### src/rtl/otgseq_pkg.sv
// Package: shared state encoding for the boost sequencer.
// Assumes: the encoding is decoded by status consumers, so values are fixed.
package otgseq_pkg;

    typedef enum logic [2:0] {
        BST_IDLE  = 3'd0,
        BST_WAIT  = 3'd1,
        BST_LINSS = 3'd2,
        BST_SWSS  = 3'd3,
        BST_FRAMP = 3'd4,
        BST_RUN   = 3'd5,
        BST_PMOFF = 3'd6,
        BST_SHUT  = 3'd7
    } bst_state_e;

    // Average battery current limit in mA for a 2-bit select code.
    function automatic logic [10:0] ilim_ma(input logic [1:0] sel);
        case (sel)
            2'b00:   ilim_ma = 11'd350;
            2'b01:   ilim_ma = 11'd450;
            2'b10:   ilim_ma = 11'd550;
            default: ilim_ma = 11'd950;
        endcase
    endfunction

endpackage

### src/rtl/otgseq_deglitch.sv
// Module: tick-based persistence filter.
// Counts consecutive ticks on which a flag is high and pulses trip on the
// tick that exceeds LIMIT. Any low sample or clr restarts the count.
// Assumes: tick is a single-cycle pulse; flag is already synchronous.
module otgseq_deglitch #(
    parameter int LIMIT = 30
) (
    input  logic clk,
    input  logic rst_n,
    input  logic clr,
    input  logic flag,
    input  logic tick,
    output logic trip
);
    localparam int CW = $clog2(LIMIT + 2);

    logic [CW-1:0] cnt;

    // Persistence counter, saturating at LIMIT.
    always_ff @(posedge clk) begin
        if (!rst_n) begin
            cnt <= '0;
        end else if (clr || !flag) begin
            cnt <= '0;
        end else if (tick && (cnt != CW'(LIMIT))) begin
            cnt <= cnt + 1'b1;
        end
    end

    // Trip on the tick beyond the window.
    always_comb begin
        trip = flag && tick && !clr && (cnt == CW'(LIMIT));
    end

endmodule

### src/rtl/otgseq_guard.sv
// Module: start/keep interlock and average-current compare.
// permit is high while every condition for boost holds; ilim_hit is high
// when the average current meets or exceeds the selected limit.
// Assumes: all inputs are synchronous to clk.
module otgseq_guard
    import otgseq_pkg::*;
#(
    parameter int IW = 10
) (
    input  logic          otg_en_reg,
    input  logic          chg_en_n,
    input  logic          shdn,
    input  logic          vin_uvlo,
    input  logic          bat_uvlo,
    input  logic          tsd,
    input  logic [IW-1:0] ibat_avg,
    input  logic [1:0]    ilim_sel,
    output logic          permit,
    output logic          ilim_hit
);
    localparam int LW = (IW > 11) ? IW : 11;

    logic [LW-1:0] cur_ext;
    logic [LW-1:0] lim_ext;

    // Interlock: enable bit, charger pin high, no input, battery healthy.
    always_comb begin
        permit = otg_en_reg && chg_en_n && vin_uvlo && !bat_uvlo
                 && !shdn && !tsd;
    end

    // Average-current comparison at a common width.
    always_comb begin
        cur_ext  = LW'(ibat_avg);
        lim_ext  = LW'(ilim_ma(ilim_sel));
        ilim_hit = (cur_ext >= lim_ext);
    end

endmodule

### src/rtl/otgseq_gates.sv
// Module: state-to-gate-control decoder.
// Each gate control is active in a contiguous range of states; the ranges
// are held in parameter tables and expanded by a generate loop.
// Assumes: state comes straight from a register, so outputs are glitch-free.
module otgseq_gates
    import otgseq_pkg::*;
#(
    parameter int NG = 5
) (
    input  bst_state_e   state,
    output logic [NG-1:0] gate
);
    // Order: linear, switching, ramp, run, pmos.
    localparam logic [2:0] LO [5] = '{3'd2, 3'd3, 3'd4, 3'd5, 3'd2};
    localparam logic [2:0] HI [5] = '{3'd2, 3'd5, 3'd4, 3'd5, 3'd5};

    for (genvar g = 0; g < NG; g++) begin : g_gate
        // Range decode for one gate control.
        always_comb begin
            gate[g] = (state >= LO[g]) && (state <= HI[g]);
        end
    end

endmodule

### src/rtl/otgseq_fsm.sv
// Module: boost start-up / run / shutdown state machine.
// Walks the soft-start phases on tick counts, applies the protective exits
// with priority short > over-voltage > current limit > permit loss, and
// waits in shutdown until the enable bit is cleared.
// Assumes: tick is a single-cycle pulse; fault inputs are synchronous.
module otgseq_fsm
    import otgseq_pkg::*;
#(
    parameter int WAIT_TICKS  = 2,
    parameter int LIN_TICKS   = 3,
    parameter int SW_TICKS    = 3,
    parameter int RAMP_TICKS  = 4,
    parameter int PMOFF_TICKS = 2
) (
    input  logic       clk,
    input  logic       rst_n,
    input  logic       tick,
    input  logic       permit,
    input  logic       otg_en_reg,
    input  logic       short_det,
    input  logic       ovp_trip,
    input  logic       ilim_hit,
    output bst_state_e state,
    output logic       boosting,
    output logic       short_sticky,
    output logic       alm_short,
    output logic       alm_ovp,
    output logic       alm_ilim
);
    localparam int M1   = (WAIT_TICKS > LIN_TICKS) ? WAIT_TICKS : LIN_TICKS;
    localparam int M2   = (SW_TICKS > RAMP_TICKS) ? SW_TICKS : RAMP_TICKS;
    localparam int M3   = (M1 > M2) ? M1 : M2;
    localparam int MAXT = (M3 > PMOFF_TICKS) ? M3 : PMOFF_TICKS;
    localparam int TW   = $clog2(MAXT + 1);

    bst_state_e    nxt;
    logic [TW-1:0] cnt;
    logic [TW-1:0] len;
    logic          startup;
    logic          timed;
    logic          phase_done;
    logic          f_short;
    logic          f_ovp;
    logic          f_ilim;
    logic          stop;

    // Phase length of the current timed state.
    always_comb begin
        case (state)
            BST_WAIT:  len = TW'(WAIT_TICKS);
            BST_LINSS: len = TW'(LIN_TICKS);
            BST_SWSS:  len = TW'(SW_TICKS);
            BST_FRAMP: len = TW'(RAMP_TICKS);
            BST_PMOFF: len = TW'(PMOFF_TICKS);
            default:   len = TW'(1);
        endcase
    end

    // State classes and qualified faults.
    always_comb begin
        startup    = (state >= BST_WAIT) && (state <= BST_FRAMP);
        boosting   = startup || (state == BST_RUN);
        timed      = startup || (state == BST_PMOFF);
        phase_done = timed && tick && (cnt == len - 1'b1);
        f_short    = startup && short_det;
        f_ovp      = boosting && ovp_trip;
        f_ilim     = boosting && ilim_hit;
        stop       = f_short || f_ovp || f_ilim || (boosting && !permit);
    end

    // Next-state selection.
    always_comb begin
        nxt = state;
        case (state)
            BST_IDLE:  if (permit) nxt = BST_WAIT;
            BST_WAIT:  if (stop) nxt = BST_PMOFF;
                       else if (phase_done) nxt = BST_LINSS;
            BST_LINSS: if (stop) nxt = BST_PMOFF;
                       else if (phase_done) nxt = BST_SWSS;
            BST_SWSS:  if (stop) nxt = BST_PMOFF;
                       else if (phase_done) nxt = BST_FRAMP;
            BST_FRAMP: if (stop) nxt = BST_PMOFF;
                       else if (phase_done) nxt = BST_RUN;
            BST_RUN:   if (stop) nxt = BST_PMOFF;
            BST_PMOFF: if (phase_done) nxt = BST_SHUT;
            BST_SHUT:  if (!otg_en_reg) nxt = BST_IDLE;
            default:   nxt = BST_IDLE;
        endcase
    end

    // State register and per-phase tick counter.
    always_ff @(posedge clk) begin
        if (!rst_n) begin
            state <= BST_IDLE;
            cnt   <= '0;
        end else begin
            state <= nxt;
            if (nxt != state) begin
                cnt <= '0;
            end else if (tick && timed) begin
                cnt <= cnt + 1'b1;
            end
        end
    end

    // Alarm pulses, one per stop, by priority.
    always_ff @(posedge clk) begin
        if (!rst_n) begin
            alm_short <= 1'b0;
            alm_ovp   <= 1'b0;
            alm_ilim  <= 1'b0;
        end else begin
            alm_short <= f_short;
            alm_ovp   <= f_ovp && !f_short;
            alm_ilim  <= f_ilim && !f_short && !f_ovp;
        end
    end

    // Start-up short status, cleared when a new session begins.
    always_ff @(posedge clk) begin
        if (!rst_n) begin
            short_sticky <= 1'b0;
        end else if ((state == BST_IDLE) && (nxt == BST_WAIT)) begin
            short_sticky <= 1'b0;
        end else if (f_short) begin
            short_sticky <= 1'b1;
        end
    end

endmodule

### src/rtl/otg_boost_seq.sv
// Module: top of the OTG boost enable sequencer.
// Combines the interlock/limit guard, the over-voltage persistence filter,
// the sequencing state machine and the gate-control decoder.
// Assumes: all inputs synchronous to clk; tick_1ms is a one-cycle pulse.
module otg_boost_seq
    import otgseq_pkg::*;
#(
    parameter int IW          = 10,
    parameter int WAIT_TICKS  = 2,
    parameter int LIN_TICKS   = 3,
    parameter int SW_TICKS    = 3,
    parameter int RAMP_TICKS  = 4,
    parameter int PMOFF_TICKS = 2,
    parameter int OVP_TICKS   = 30
) (
    input  logic          clk,
    input  logic          rst_n,
    input  logic          tick_1ms,
    input  logic          otg_en_reg,
    input  logic          chg_en_n,
    input  logic          shdn,
    input  logic          vin_uvlo,
    input  logic          bat_uvlo,
    input  logic          tsd,
    input  logic          vout_ovp,
    input  logic          vout_short,
    input  logic [IW-1:0] ibat_avg,
    input  logic [1:0]    ilim_sel,
    output logic [2:0]    boost_state,
    output logic          lin_ss_en,
    output logic          sw_ss_en,
    output logic          framp_en,
    output logic          run_en,
    output logic          pmos_en,
    output logic          short_sticky,
    output logic          alm_short,
    output logic          alm_ovp,
    output logic          alm_ilim
);
    localparam int NG = 5;

    logic          permit;
    logic          ilim_hit;
    logic          ovp_trip;
    logic          boosting;
    bst_state_e    state;
    logic [NG-1:0] gate;

    otgseq_guard #(.IW(IW)) u_guard (
        .otg_en_reg (otg_en_reg),
        .chg_en_n   (chg_en_n),
        .shdn       (shdn),
        .vin_uvlo   (vin_uvlo),
        .bat_uvlo   (bat_uvlo),
        .tsd        (tsd),
        .ibat_avg   (ibat_avg),
        .ilim_sel   (ilim_sel),
        .permit     (permit),
        .ilim_hit   (ilim_hit)
    );

    otgseq_deglitch #(.LIMIT(OVP_TICKS)) u_ovp (
        .clk   (clk),
        .rst_n (rst_n),
        .clr   (!boosting),
        .flag  (vout_ovp),
        .tick  (tick_1ms),
        .trip  (ovp_trip)
    );

    otgseq_fsm #(
        .WAIT_TICKS  (WAIT_TICKS),
        .LIN_TICKS   (LIN_TICKS),
        .SW_TICKS    (SW_TICKS),
        .RAMP_TICKS  (RAMP_TICKS),
        .PMOFF_TICKS (PMOFF_TICKS)
    ) u_fsm (
        .clk          (clk),
        .rst_n        (rst_n),
        .tick         (tick_1ms),
        .permit       (permit),
        .otg_en_reg   (otg_en_reg),
        .short_det    (vout_short),
        .ovp_trip     (ovp_trip),
        .ilim_hit     (ilim_hit),
        .state        (state),
        .boosting     (boosting),
        .short_sticky (short_sticky),
        .alm_short    (alm_short),
        .alm_ovp      (alm_ovp),
        .alm_ilim     (alm_ilim)
    );

    otgseq_gates #(.NG(NG)) u_gates (
        .state (state),
        .gate  (gate)
    );

    // Output mapping.
    always_comb begin
        boost_state = state;
        lin_ss_en   = gate[0];
        sw_ss_en    = gate[1];
        framp_en    = gate[2];
        run_en      = gate[3];
        pmos_en     = gate[4];
    end

endmodule

### config.mk
export PLATFORM = sky130hd
export DESIGN_NAME = otg_boost_seq
export DESIGN_NICKNAME = d
export VERILOG_FILES = /design/src/rtl/otgseq_pkg.sv /design/src/rtl/otgseq_deglitch.sv /design/src/rtl/otgseq_guard.sv /design/src/rtl/otgseq_gates.sv /design/src/rtl/otgseq_fsm.sv /design/src/rtl/otg_boost_seq.sv
export SDC_FILE = /design/constraint.sdc
export NUM_CORES = 1
export LEC_CHECK = 0
export BUFFER_PORTS_ARGS = -buffer_cell sky130_fd_sc_hd__buf_2
export CORE_UTILIZATION = 58
export CTS_BUF_LIST = sky130_fd_sc_hd__clkbuf_4
export DETAILED_ROUTE_END_ITERATION = 6
export PLACE_DENSITY_LB_ADDON = 0.12
export SETUP_SLACK_MARGIN = 0.1
export SLEW_MARGIN = 5
export SYNTH_ARGS = -nofsm -noshare
export SYNTH_HDL_FRONTEND = slang
export SYNTH_SLANG_ARGS = --single-unit
export TNS_END_PERCENT = 50
### constraint.sdc
create_clock -name clk -period 4.4 [get_ports clk]
set_clock_uncertainty 0.1 [all_clocks]
set_input_delay 0.66 -clock clk [delete_from_list [all_inputs] [get_ports clk]]
set_output_delay 0.66 -clock clk [all_outputs]
set_load 0.05 [all_outputs]
# Word level (Yosys, flattened, before mapping)
# Cells that the tools add are included.
# op_classes
n_reduce_logical	46
n_eq_ne	14
n_bitwise	1
add_sub_neg	3
n_lt_le_gt_ge	9
n_mux	15
# op_table
op	count
2-to-1 mux 3 bit	12
case mux 10 bit (3 select lines)	1
logical AND 1 bit	25
case mux 3 bit (8 select lines)	1
equality test 3 bit, second input constant	4
>= comparator 10 bit	1
OR reduction 2 bit	5
case mux 3 bit (3 select lines)	1
logical NOT 1 bit	8
equality test 3 x 1 -> 1 bit, second input constant	2
equality test 3 x 2 -> 1 bit, second input constant	2
>= comparator 3 x 2 -> 1 bit, second input constant	2
>= comparator 3 bit, second input constant	2
less-or-equal comparator 3 bit, second input constant	2
logical OR 1 bit	6
adder 5 x 1 -> 5 bit, second input constant	1
equality test 5 bit, second input constant	1
inequality test 5 bit, second input constant	1
adder 3 x 1 -> 3 bit, second input constant	1
equality test 3 bit	1
>= comparator 3 x 1 -> 1 bit, second input constant	1
less-or-equal comparator 3 x 2 -> 1 bit, second input constant	1
logical NOT 3 bit	1
inequality test 3 bit	1
5 further kinds	5
# word_totals
reg_bits	15
inputBits	23
word_cells	95
output_inout_bits	12

# Depth between registers and ports, before layout
# Gate-level depths: netlist of the first run.
# depth
depth_word	14
ltp_mapped	11
depth_no_buf	9

# Hierarchy
# A second synthesis of the first run with hierarchy kept.
# unflattened
hier_cells	171
area_unflattened_um2	1383.8
# by_module_without_submodules
module	area_each_um2	cells_each	n_inst	seq_area_each_um2
otgseq_fsm	780.7	98	1	200.2
otgseq_guard	282.8	33	1	0.0
otgseq_deglitch	271.5	31	1	100.1
otgseq_gates	45.0	8	1	0.0
otg_boost_seq	3.8	1	1	0.0

# Worst setup path after synthesis of the first run
# OpenSTA, ideal clock, no wires.
# synth_path
kind	register to register
start	register u_fsm.state[2]
end	register u_fsm.cnt[0]
synth_period_minus_slack_ns	3.116
slack_ns	1.284
n_path_buf	2
t_arrival_ns	2.883
setup_time_ns	0.133
required_ns	4.167
path_stages_with_launch	12
path_cell_list	dfxtp_1 buf_6 clkbuf_1 inv_1 nand2_1 o21ai_0 ha_1 xnor2_1 or3_1 a311o_1 a221oi_1 nor3_1
# synth_via
elab_chain_cells	13
word_cells_on_any_way	44
cone_classes	add/sub: 1; order compare: 2; eq/ne: 9; mux: 14; reduce/logical: 18
# synth_lines
element	line_no	source
start: declaration	otgseq_fsm.sv:23	output bst_state_e state,
start signal: assignment	otgseq_fsm.sv:97	state <= nxt;
parallel branches: the longest is 13 deep, another holds subtractor 3 x 1 -> 3 bit	n/a	
end signal: assignment	otgseq_fsm.sv:101	cnt <= cnt + 1'b1;
end: declaration	otgseq_fsm.sv:37	logic [TW-1:0] cnt;
# Several ways; the timed one is not identified.
# A chain may end at the register's enable or synchronous reset.

# Worst setup path after layout of the first run
# layout_path
start	register u_fsm.state[2]
end	register u_fsm.cnt[1]
# The elaborated chain is that of the path after synthesis.

==> results.md, run 1 <==
* Worst path depth at 9
* Hold Buf Count CTS at 0
* Synth cell types at 40
* Unrepaired setup endpoints after global routing: no
* Avg WL per Cell at 12.6 microns
* I/O Buffers at 33
* Mapped cell area at 1250 sq um
* Critical Path AT at 3.15 ns
* Startpoint Class: flip-flop
* CTS max path bufs at 2
* Min Clock Period, post-route at 3.09 ns
* Largest net degree at the start of global routing at 19
* Hold crit path type: reg -> reg
* Leak pwr at 0.630 nW
* Sink Count at 15
* Cell Int Power at about 0.38 mW
* DRC at 0
* Final hold vios at 0
* Syn Area/Cell at 8.07 sq um
* First-pass GRT wire length at 4660 microns
* Gr ovfl total at 0
* DIE HEIGHT at 48.4 microns
* Slew @ Worst Pin at 0.573 ns
* Hold Path Stages at 2
* Fin crit share at 70.3%
* Fillers at 174
* R2R cell count at 9
* R2r setup slk at between 1 and 1.5 ns
* DIE WIDTH at slightly below 50 microns
* Commonest non-fill, non-tap cell in the layout: buf_2
* Synth Register Bits at 15
* Req. time, crit path at 4.46 ns
* Setup Crit Path Kind: reg -> reg
* Pwr dens at approximately 640 nW/um^2
* Initial antenna violation count at 0
* Crit-path max FO at 18
* Gr usage total at 24.7%
* DP HPWL at between 2000 and 2500 microns
* Final design utilization at 71.8%
* Setup TNS at 0 ns
* Max-Cap Viols at 0
* Cell Rows at 16
* Routed WL at around 2700 microns
* Combinational power share at 65.5%
* Sequential element share of the synthesized area at roughly a quarter
* Post-CTS resize count at 0
* Relative max-transition margin at 61.7%
* Die area at ~2300 sq um
* Number of DRC markers in iteration 0 at 29
* Post-DRT Antenna Nets at 0
* Max Transition Viols Final at 0
* Switching part of the total at between 50% and 60%
* Critical path, cell by cell: inv_1, nand2_1, o21ai_0, ha_1, xnor2_1, nand4_1, a311o_1, a221oi_1, nor3_1
* Core footprint at 2000 sq um
* Ys flop type: dfxtp_1
* Buf/Inv on CP at 1
* Multi-input gate area at about 900 sq um
* Clk_lat worst skew at 0.28 ns
* Total CTS buffers at 3
* Detailed Routing Iterations Pass 1 at 4
* Fmax achieved at ~320 MHz
* Final-report setup violation count at 0
* CP max stage delay at 0.69 ns
* GPL Wtd Cong at 0.791
* Post-CTS Setup Repair Bufs at 0
* Vias at 1220
* Status: finished clean
* Reg area at 300 sq um
* Syn_nets at between 150 and 200
* Routed vias/inst at between 5 and 6
* Crit-path leading delay family: compound AO/OA/AOI/OAI gates
* Clk slew on worst S/H paths at 0.09 ns
* Clock root buffer: clkbuf_4
* H-Tree Level Count at 1
* Dpl cell area at 1410 sq um
* Cells after Synth at ~160
* Slack of the critical path at 1.31 ns
* VDD IR max at 679 uV
* Antenna Cells at 0
* Psw at 0.529 mW
* Pre-CTS setup slack at 1.35 ns
* Synth warn at 0
* CTS tree: done
* Area Overhead vs Synth at 14.8%
* Nets at between 200 and 250
* Ys async rst share at 0%
* Commonest cells after routing, fill and taps aside: buf_2 (33), nand2_1 (21), ha_1 (16)
* Post-synth EDFFs at 0
* Num ports at 35
* Fraction of layout cells with a size suffix above 1 at 23.8%
* Design area at 1440 sq um
* Crit-path slowest cell: dfxtp_1
* Sequential Power Share at 26.1%
* Crit. End Element: flip-flop
* Number of global-route vias before repair at 1055
* Clock power share at 8.4%
* Initial Utilization at 62.5%
==> cell usage after synthesis (all sizes together) (2+ instances only) <==
library cell / count / area, sq um
xnor2: 2 / 17.5
a21oi: 6 / 30.0
nand3: 5 / 25.0
or3: 2 / 12.5
xor2: 6 / 52.6
nor2: 12 / 45.0
nor2b: 2 / 12.5
nand2: 21 / 78.8
o21ai: 7 / 35.0
buf: 2 / 22.5
ha: 16 / 200
and3: 4 / 30.0
a2111oi: 2 / 36.3
nor3: 4 / 20.0
a211oi: 3 / 22.5
nand4: 7 / 43.8
inv: 8 / 30.0
clkbuf: 5 / 18.8
nor3b: 2 / 15.0
and2: 2 / 12.5
dfxtp: 15 / 300
o211ai: 7 / 57.6
==> routing by layer <==
layer	global-route usage, %	vias to the layer above	wire length (microns)
li1	-	625	-
met1	30.3	566	1210
met2	46.2	27	1360
met3	1.89	2	73
met4	5.88	0	13
met5	0	-	0
==> cell families (layout without fill, tap and decap cells) <==
kind of cell             after synthesis  in the layout  share of synthesized area, %
AO/OA/AOI/OAI                         34             34                          20.7
XOR/XNOR                               8              8                          5.60
flip-flops                            15             15                          24.0
adder cells (fa/ha/maj)               16             16                          16.0
AND/OR/NAND/NOR                       67             67                          28.0
buffers and inverters                 15             45                          5.70
==> per-stage QoR <==
| step | hold slack (ns) | total power, mW | cells |
|---|---|---|---|
| 2_1_floorplan | 0.372 | 0.743 | 155 |
| 3_3_place_gp | 0.392 | 0.818 | 208 |
| 3_5_place_dp | 0.403 | 0.837 | 208 |
| 4_1_cts | 0.423 | 0.913 | 212 |
| 5_1_grt | 0.483 | 0.984 | 212 |
| 6_report | 0.425 | 0.913 | 212 |
==> worst paths after layout <==
kind                   from           end
min            u_ovp.cnt[4]  u_ovp.cnt[4]
max          u_fsm.state[2]  u_fsm.cnt[1]
min reg2reg    u_ovp.cnt[4]  u_ovp.cnt[4]
max reg2reg  u_fsm.state[2]  u_fsm.cnt[1]
==> cell type report <==
class                           instances  share of cell area, %
Clock inverter                          1                  0.348
Sequential cell                        15                   20.9
Clock buffer                            3                   1.57
Tap cell                               27                   2.35
Inverter                                8                   2.09
Multi-Input combinational cell        125                   61.2
Timing Repair Buffer                   33                   11.5
==> sequential cells by signal, summed over array words and instances (netlist names) <==
name                flops
u_fsm.alm_short         1
u_fsm.short_sticky      1
u_fsm.state             3
u_fsm.alm_ovp           1
u_fsm.alm_ilim          1
u_ovp.cnt               5
u_fsm.cnt               3
==> worst reg2reg max path, stage by stage (launching register included) <==
cell	delay, ns
dfxtp_1	0.69
inv_1	0.18
nand2_1	0.15
o21ai_0	0.12
ha_1	0.25
xnor2_1	0.43
nand4_1	0.15
a311o_1	0.40
a221oi_1	0.40
nor3_1	0.10
==> power by group through the flow <==
stage | clock [mW] | sequential [mW] | combinational [mW]
detailed placement | 0 | 0.241 | 0.596
CTS | 0.0778 | 0.238 | 0.597
global route | 0.0853 | 0.249 | 0.649
finish | 0.0764 | 0.239 | 0.598
global placement | 0 | 0.237 | 0.581
floorplan | 0 | 0.269 | 0.474
Power figures use the tool's default switching activity.
==> run 2: changes to the inputs <==
--- a/config.mk
+++ b/config.mk
@@ -5,8 +5,9 @@
 export SDC_FILE = /design/constraint.sdc
 export NUM_CORES = 1
 export LEC_CHECK = 0
+export ABC_AREA = 1
 export BUFFER_PORTS_ARGS = -buffer_cell sky130_fd_sc_hd__buf_2
-export CORE_UTILIZATION = 58
+export CORE_UTILIZATION = 55
 export CTS_BUF_LIST = sky130_fd_sc_hd__clkbuf_4
 export DETAILED_ROUTE_END_ITERATION = 6
 export PLACE_DENSITY_LB_ADDON = 0.12
==> constraint.sdc (replaced) <==
create_clock -name clk -period 2.9 [get_ports clk]
set_clock_uncertainty 0.1 [all_clocks]
set_input_delay 0.435 -clock clk [delete_from_list [all_inputs] [get_ports clk]]
set_output_delay 0.435 -clock clk [all_outputs]
set_load 0.05 [all_outputs]
==> run 2 against run 1 <==
Final cell count grew 27%. Synthesized cell count rose by 33%. Maximum frequency up 22%. Sequential cell count stayed put. Non-clock buffer count is the same. Combinational power shrank 88%. Sequential share of layout area down 2.0 points. Critical path depth grew 5. Core utilization shrank 2.4 points. Final area is 11% higher. Wire length grew 12%. Largest power group is now registers.
==> results.md, run 2 <==
* Status: finished clean
* DP HPWL at 2530 microns (+19%)
* First-pass GRT wire length at 5070 microns (+8.7%)
* Met3 usage at 4.39% (+2.5 points)
* CTS max path bufs at 2 (unchanged)
* Max-Cap Viols at 0 (unchanged)
* Synth cell count leaders: nand2_1 (49), inv_1 (28), ha_1 (16), nand3_1 (16), nor2_1 (16)
* Synth warn at 0 (unchanged)
* Startpoint Class: flip-flop
* Post-CTS Setup Repair Bufs at 0 (unchanged)
* Detailed Routing Iterations Pass 1 at 4 (unchanged)
* Fillers at 220 (+26%)
* CP max stage delay at 0.50 ns (-0.19 ns)
* Hold crit path type: in -> reg
* Mapped cell area at 1380 sq um (+11%)
* H-Tree Level Count at 1 (unchanged)
* Sink Count at 15 (unchanged)
* Core footprint at 2300 sq um (+15%)
* Syn_nets at 245 (+26%)
* Ys async rst share at 0% (unchanged)
* Ys flop type: dfxtp_1
* Clk slew on worst S/H paths at 0.10 ns (about the same)
* Grt peak-use layer: met2
* Synth top area share at 21.7% (-2.3 points)
* Sequential element share of the synthesized area at 21.7% (-2.3 points)
* Commonest cells after routing, fill and taps aside: nand2_1 (49), buf_2 (33), inv_1 (28)
* Vias at 1368 (+12%)
* Hold Buf Count CTS at 0 (unchanged)
* Post-DRT Antenna Nets at 0 (unchanged)
* Cell Rows at 17 (+1)
* Ranking of synthesized cells by area: dfxtp_1 (22%), ha_1 (14%), nand2_1 (13%), inv_1 (7.6%), nand3_1 (5.8%)
* Gr usage total at 24.4% (-0.29 points)
* Critical Path AT at 2.63 ns (-0.52 ns)
* GPL Wtd Cong at 0.877 (+11%)
* Cell mode on critical path: nand2_1
* Final-report setup violation count at 0 (unchanged)
* Crit-path slowest cell: dfxtp_1
* Reg area at 302 sq um (+0.42%)
* Syn Area/Cell at 6.72 sq um (-17%)
* Crit. End Element: flip-flop
* Leak pwr at 0.915 nW (+45%)
* Avg WL per Cell at 11.1 microns (-12%)
* CTS tree: done
* Area Overhead vs Synth at 15.2%
* Die area at 2720 sq um (+16%)
* Routed vias/inst at 5.09 (-12%)
* Hold Path Stages at 3 (+1)
* Total CTS buffers at 3 (unchanged)
* R2R cell count at 14 (+5)
* Hold worst-path end: u_fsm.state[1]
* Relative max-transition margin at 72.0% (+10 points)
* Met1 Use GR at 27.2% (-3.1 points)
* Largest net degree at the start of global routing at 11 (-8)
* Post-CTS resize count at 0 (unchanged)
* Largest registers: u_ovp.cnt x5, u_fsm.cnt x3, u_fsm.state x3
* Unrepaired setup endpoints after global routing: no
* RR Endpoint: u_fsm.cnt[2]
* Post-synth EDFFs at 0 (unchanged)
* Synth Register Bits at 15 (unchanged)
* Req. time, crit path at 2.99 ns (-1.47 ns)
* Number of DRC markers in iteration 0 at 41 (+41%)
* Clock root buffer: clkbuf_4
* Max Transition Viols Final at 0 (unchanged)
* Number of global-route vias before repair at 1260 (+19%)
* DRC at 0 (unchanged)
* Setup TNS at 0 ns (unchanged)
* Pwr dens at 251 nW/um^2 (-61%)
* CP Launch Point: u_fsm.state[1]
* DIE WIDTH at 52.2 microns (+7.7%)
* Worst R2R Start: u_fsm.state[1]
* Nets at 281 (+25%)
* Max FFs per register at 5 (unchanged)
* DIE HEIGHT at 52.2 microns (+7.7%)
* Fin crit share at 87.6% (+17 points)
* Commonest non-fill, non-tap cell in the layout: nand2_1
* Gr ovfl total at 0 (unchanged)
* Cells after Synth at 206 (+33%)
* Most common cell in the netlist: nand2_1
* Crit-path max FO at 7 (-11)
* Antenna Cells at 0 (unchanged)
* Slew @ Worst Pin at 0.418 ns (-0.156 ns)
* Biggest register: u_ovp.cnt
* Hold_sp: rst_n
* Clk_lat worst skew at 0.28 ns (about the same)
* R2r setup slk at 0.36 ns (-0.95 ns)
* Min Clock Period, post-route at 2.54 ns (-0.552 ns)
* GRT met2 Usage at 48.1% (+1.8 points)
* I/O Buffers at 33 (unchanged)
* Routed WL at 2980 microns (+12%)
* Critical path, cell by cell: nor2_2, nand2_1, nand2_1, ha_1, xnor2_1, nor2_2, nand3_2, inv_1, nand3_2, nand2_1, nand4_1, nand2_1, nand3_2, nor3_1
* Initial antenna violation count at 0 (unchanged)
* Area leader, netlist: dfxtp_1
* VDD IR max at 278 uV (-59%)
* Fmax achieved at 394 MHz (+22%)
* Multi-input gate area at 938 sq um (+6.7%)
* Num ports at 35 (unchanged)
* Setup Crit Path Kind: reg -> reg
* Synth cell types at 32 (-20%)
* Initial Utilization at 60.2% (-2.3 points)
* Final hold vios at 0 (unchanged)
* Final design utilization at 69.4% (-2.4 points)
* Fraction of layout cells with a size suffix above 1 at 27.0% (+3.2 points)
-- run 2: cell count changes in the layout (fill, tap and decap cells not counted), sizes merged, moves of 3 or more --
cell	previous run	this run
a211oi	3	0
and3	4	0
inv	8	33
nand2	21	58
nand3	5	21
nand4	7	2
nor2	12	21
o211ai	7	0
-- run 2: worst max path at each step --
stage | end | slack (ns)
floorplan | u_fsm.cnt[1] | 0.34
global placement | u_fsm.cnt[1] | 0.26
detailed placement | u_fsm.cnt[2] | 0.11
CTS | u_fsm.cnt[2] | 0.30
global route | u_fsm.cnt[2] | 0.13
finish | u_fsm.cnt[2] | 0.36
-- run 2: worst max-delay path: cells and delay by family (launching register included) --
kind          cells  cell delay (ns)
xor+xnor          1             0.14
buf+inv           1             0.12
simple gates     11             1.25
flops             1             0.50
fa+ha+maj         1             0.33
-- run 2: area by class of cell --
type | count | share of cell area (%)
Sequential cell | 15 | 18.9
Inverter | 33 | 7.93
Tap cell | 28 | 2.20
Multi-Input combinational cell | 156 | 58.9
Clock buffer | 3 | 1.41
Timing Repair Buffer | 33 | 10.4
Clock inverter | 1 | 0.314
-- run 2: logic make-up after synthesis --
family	Yosys count	synth area share, %
simple gates	114	40.7
compound gates	18	7.50
xor+xnor	7	4.43
flops	15	21.7
mux	1	0.723
buf+inv	35	10.5
fa+ha+maj	16	14.5
-- run 2: per-layer routing --
metal / routed length, microns / part of all wire, %
met1: 1330 / 45
met2: 1530 / 51
met3: 108 / 3.6
met4: 14 / 0.47
met5: 0 / 0
-- run 2: report_power, final --
group | internal, mW | switching, mW
clock | 0.0510 | 0.0684
sequential | 0.206 | 0.000887
combinational | 0.0323 | 0.0410
total | 0.290 | 0.110
-- run 2: per-stage QoR --
stage	std cells	hold slack, ns	setup WS, ns	total power [mW]	instance area, sq um
after detailed placement	265	0.416	0.107	0.286	1570
after global placement	265	0.393	0.259	0.281	1570
after CTS	269	0.305	0.297	0.404	1590
after global routing	269	0.306	0.127	0.423	1590
final	269	0.306	0.359	0.400	1590
after floorplan	206	0.379	0.339	0.259	1380
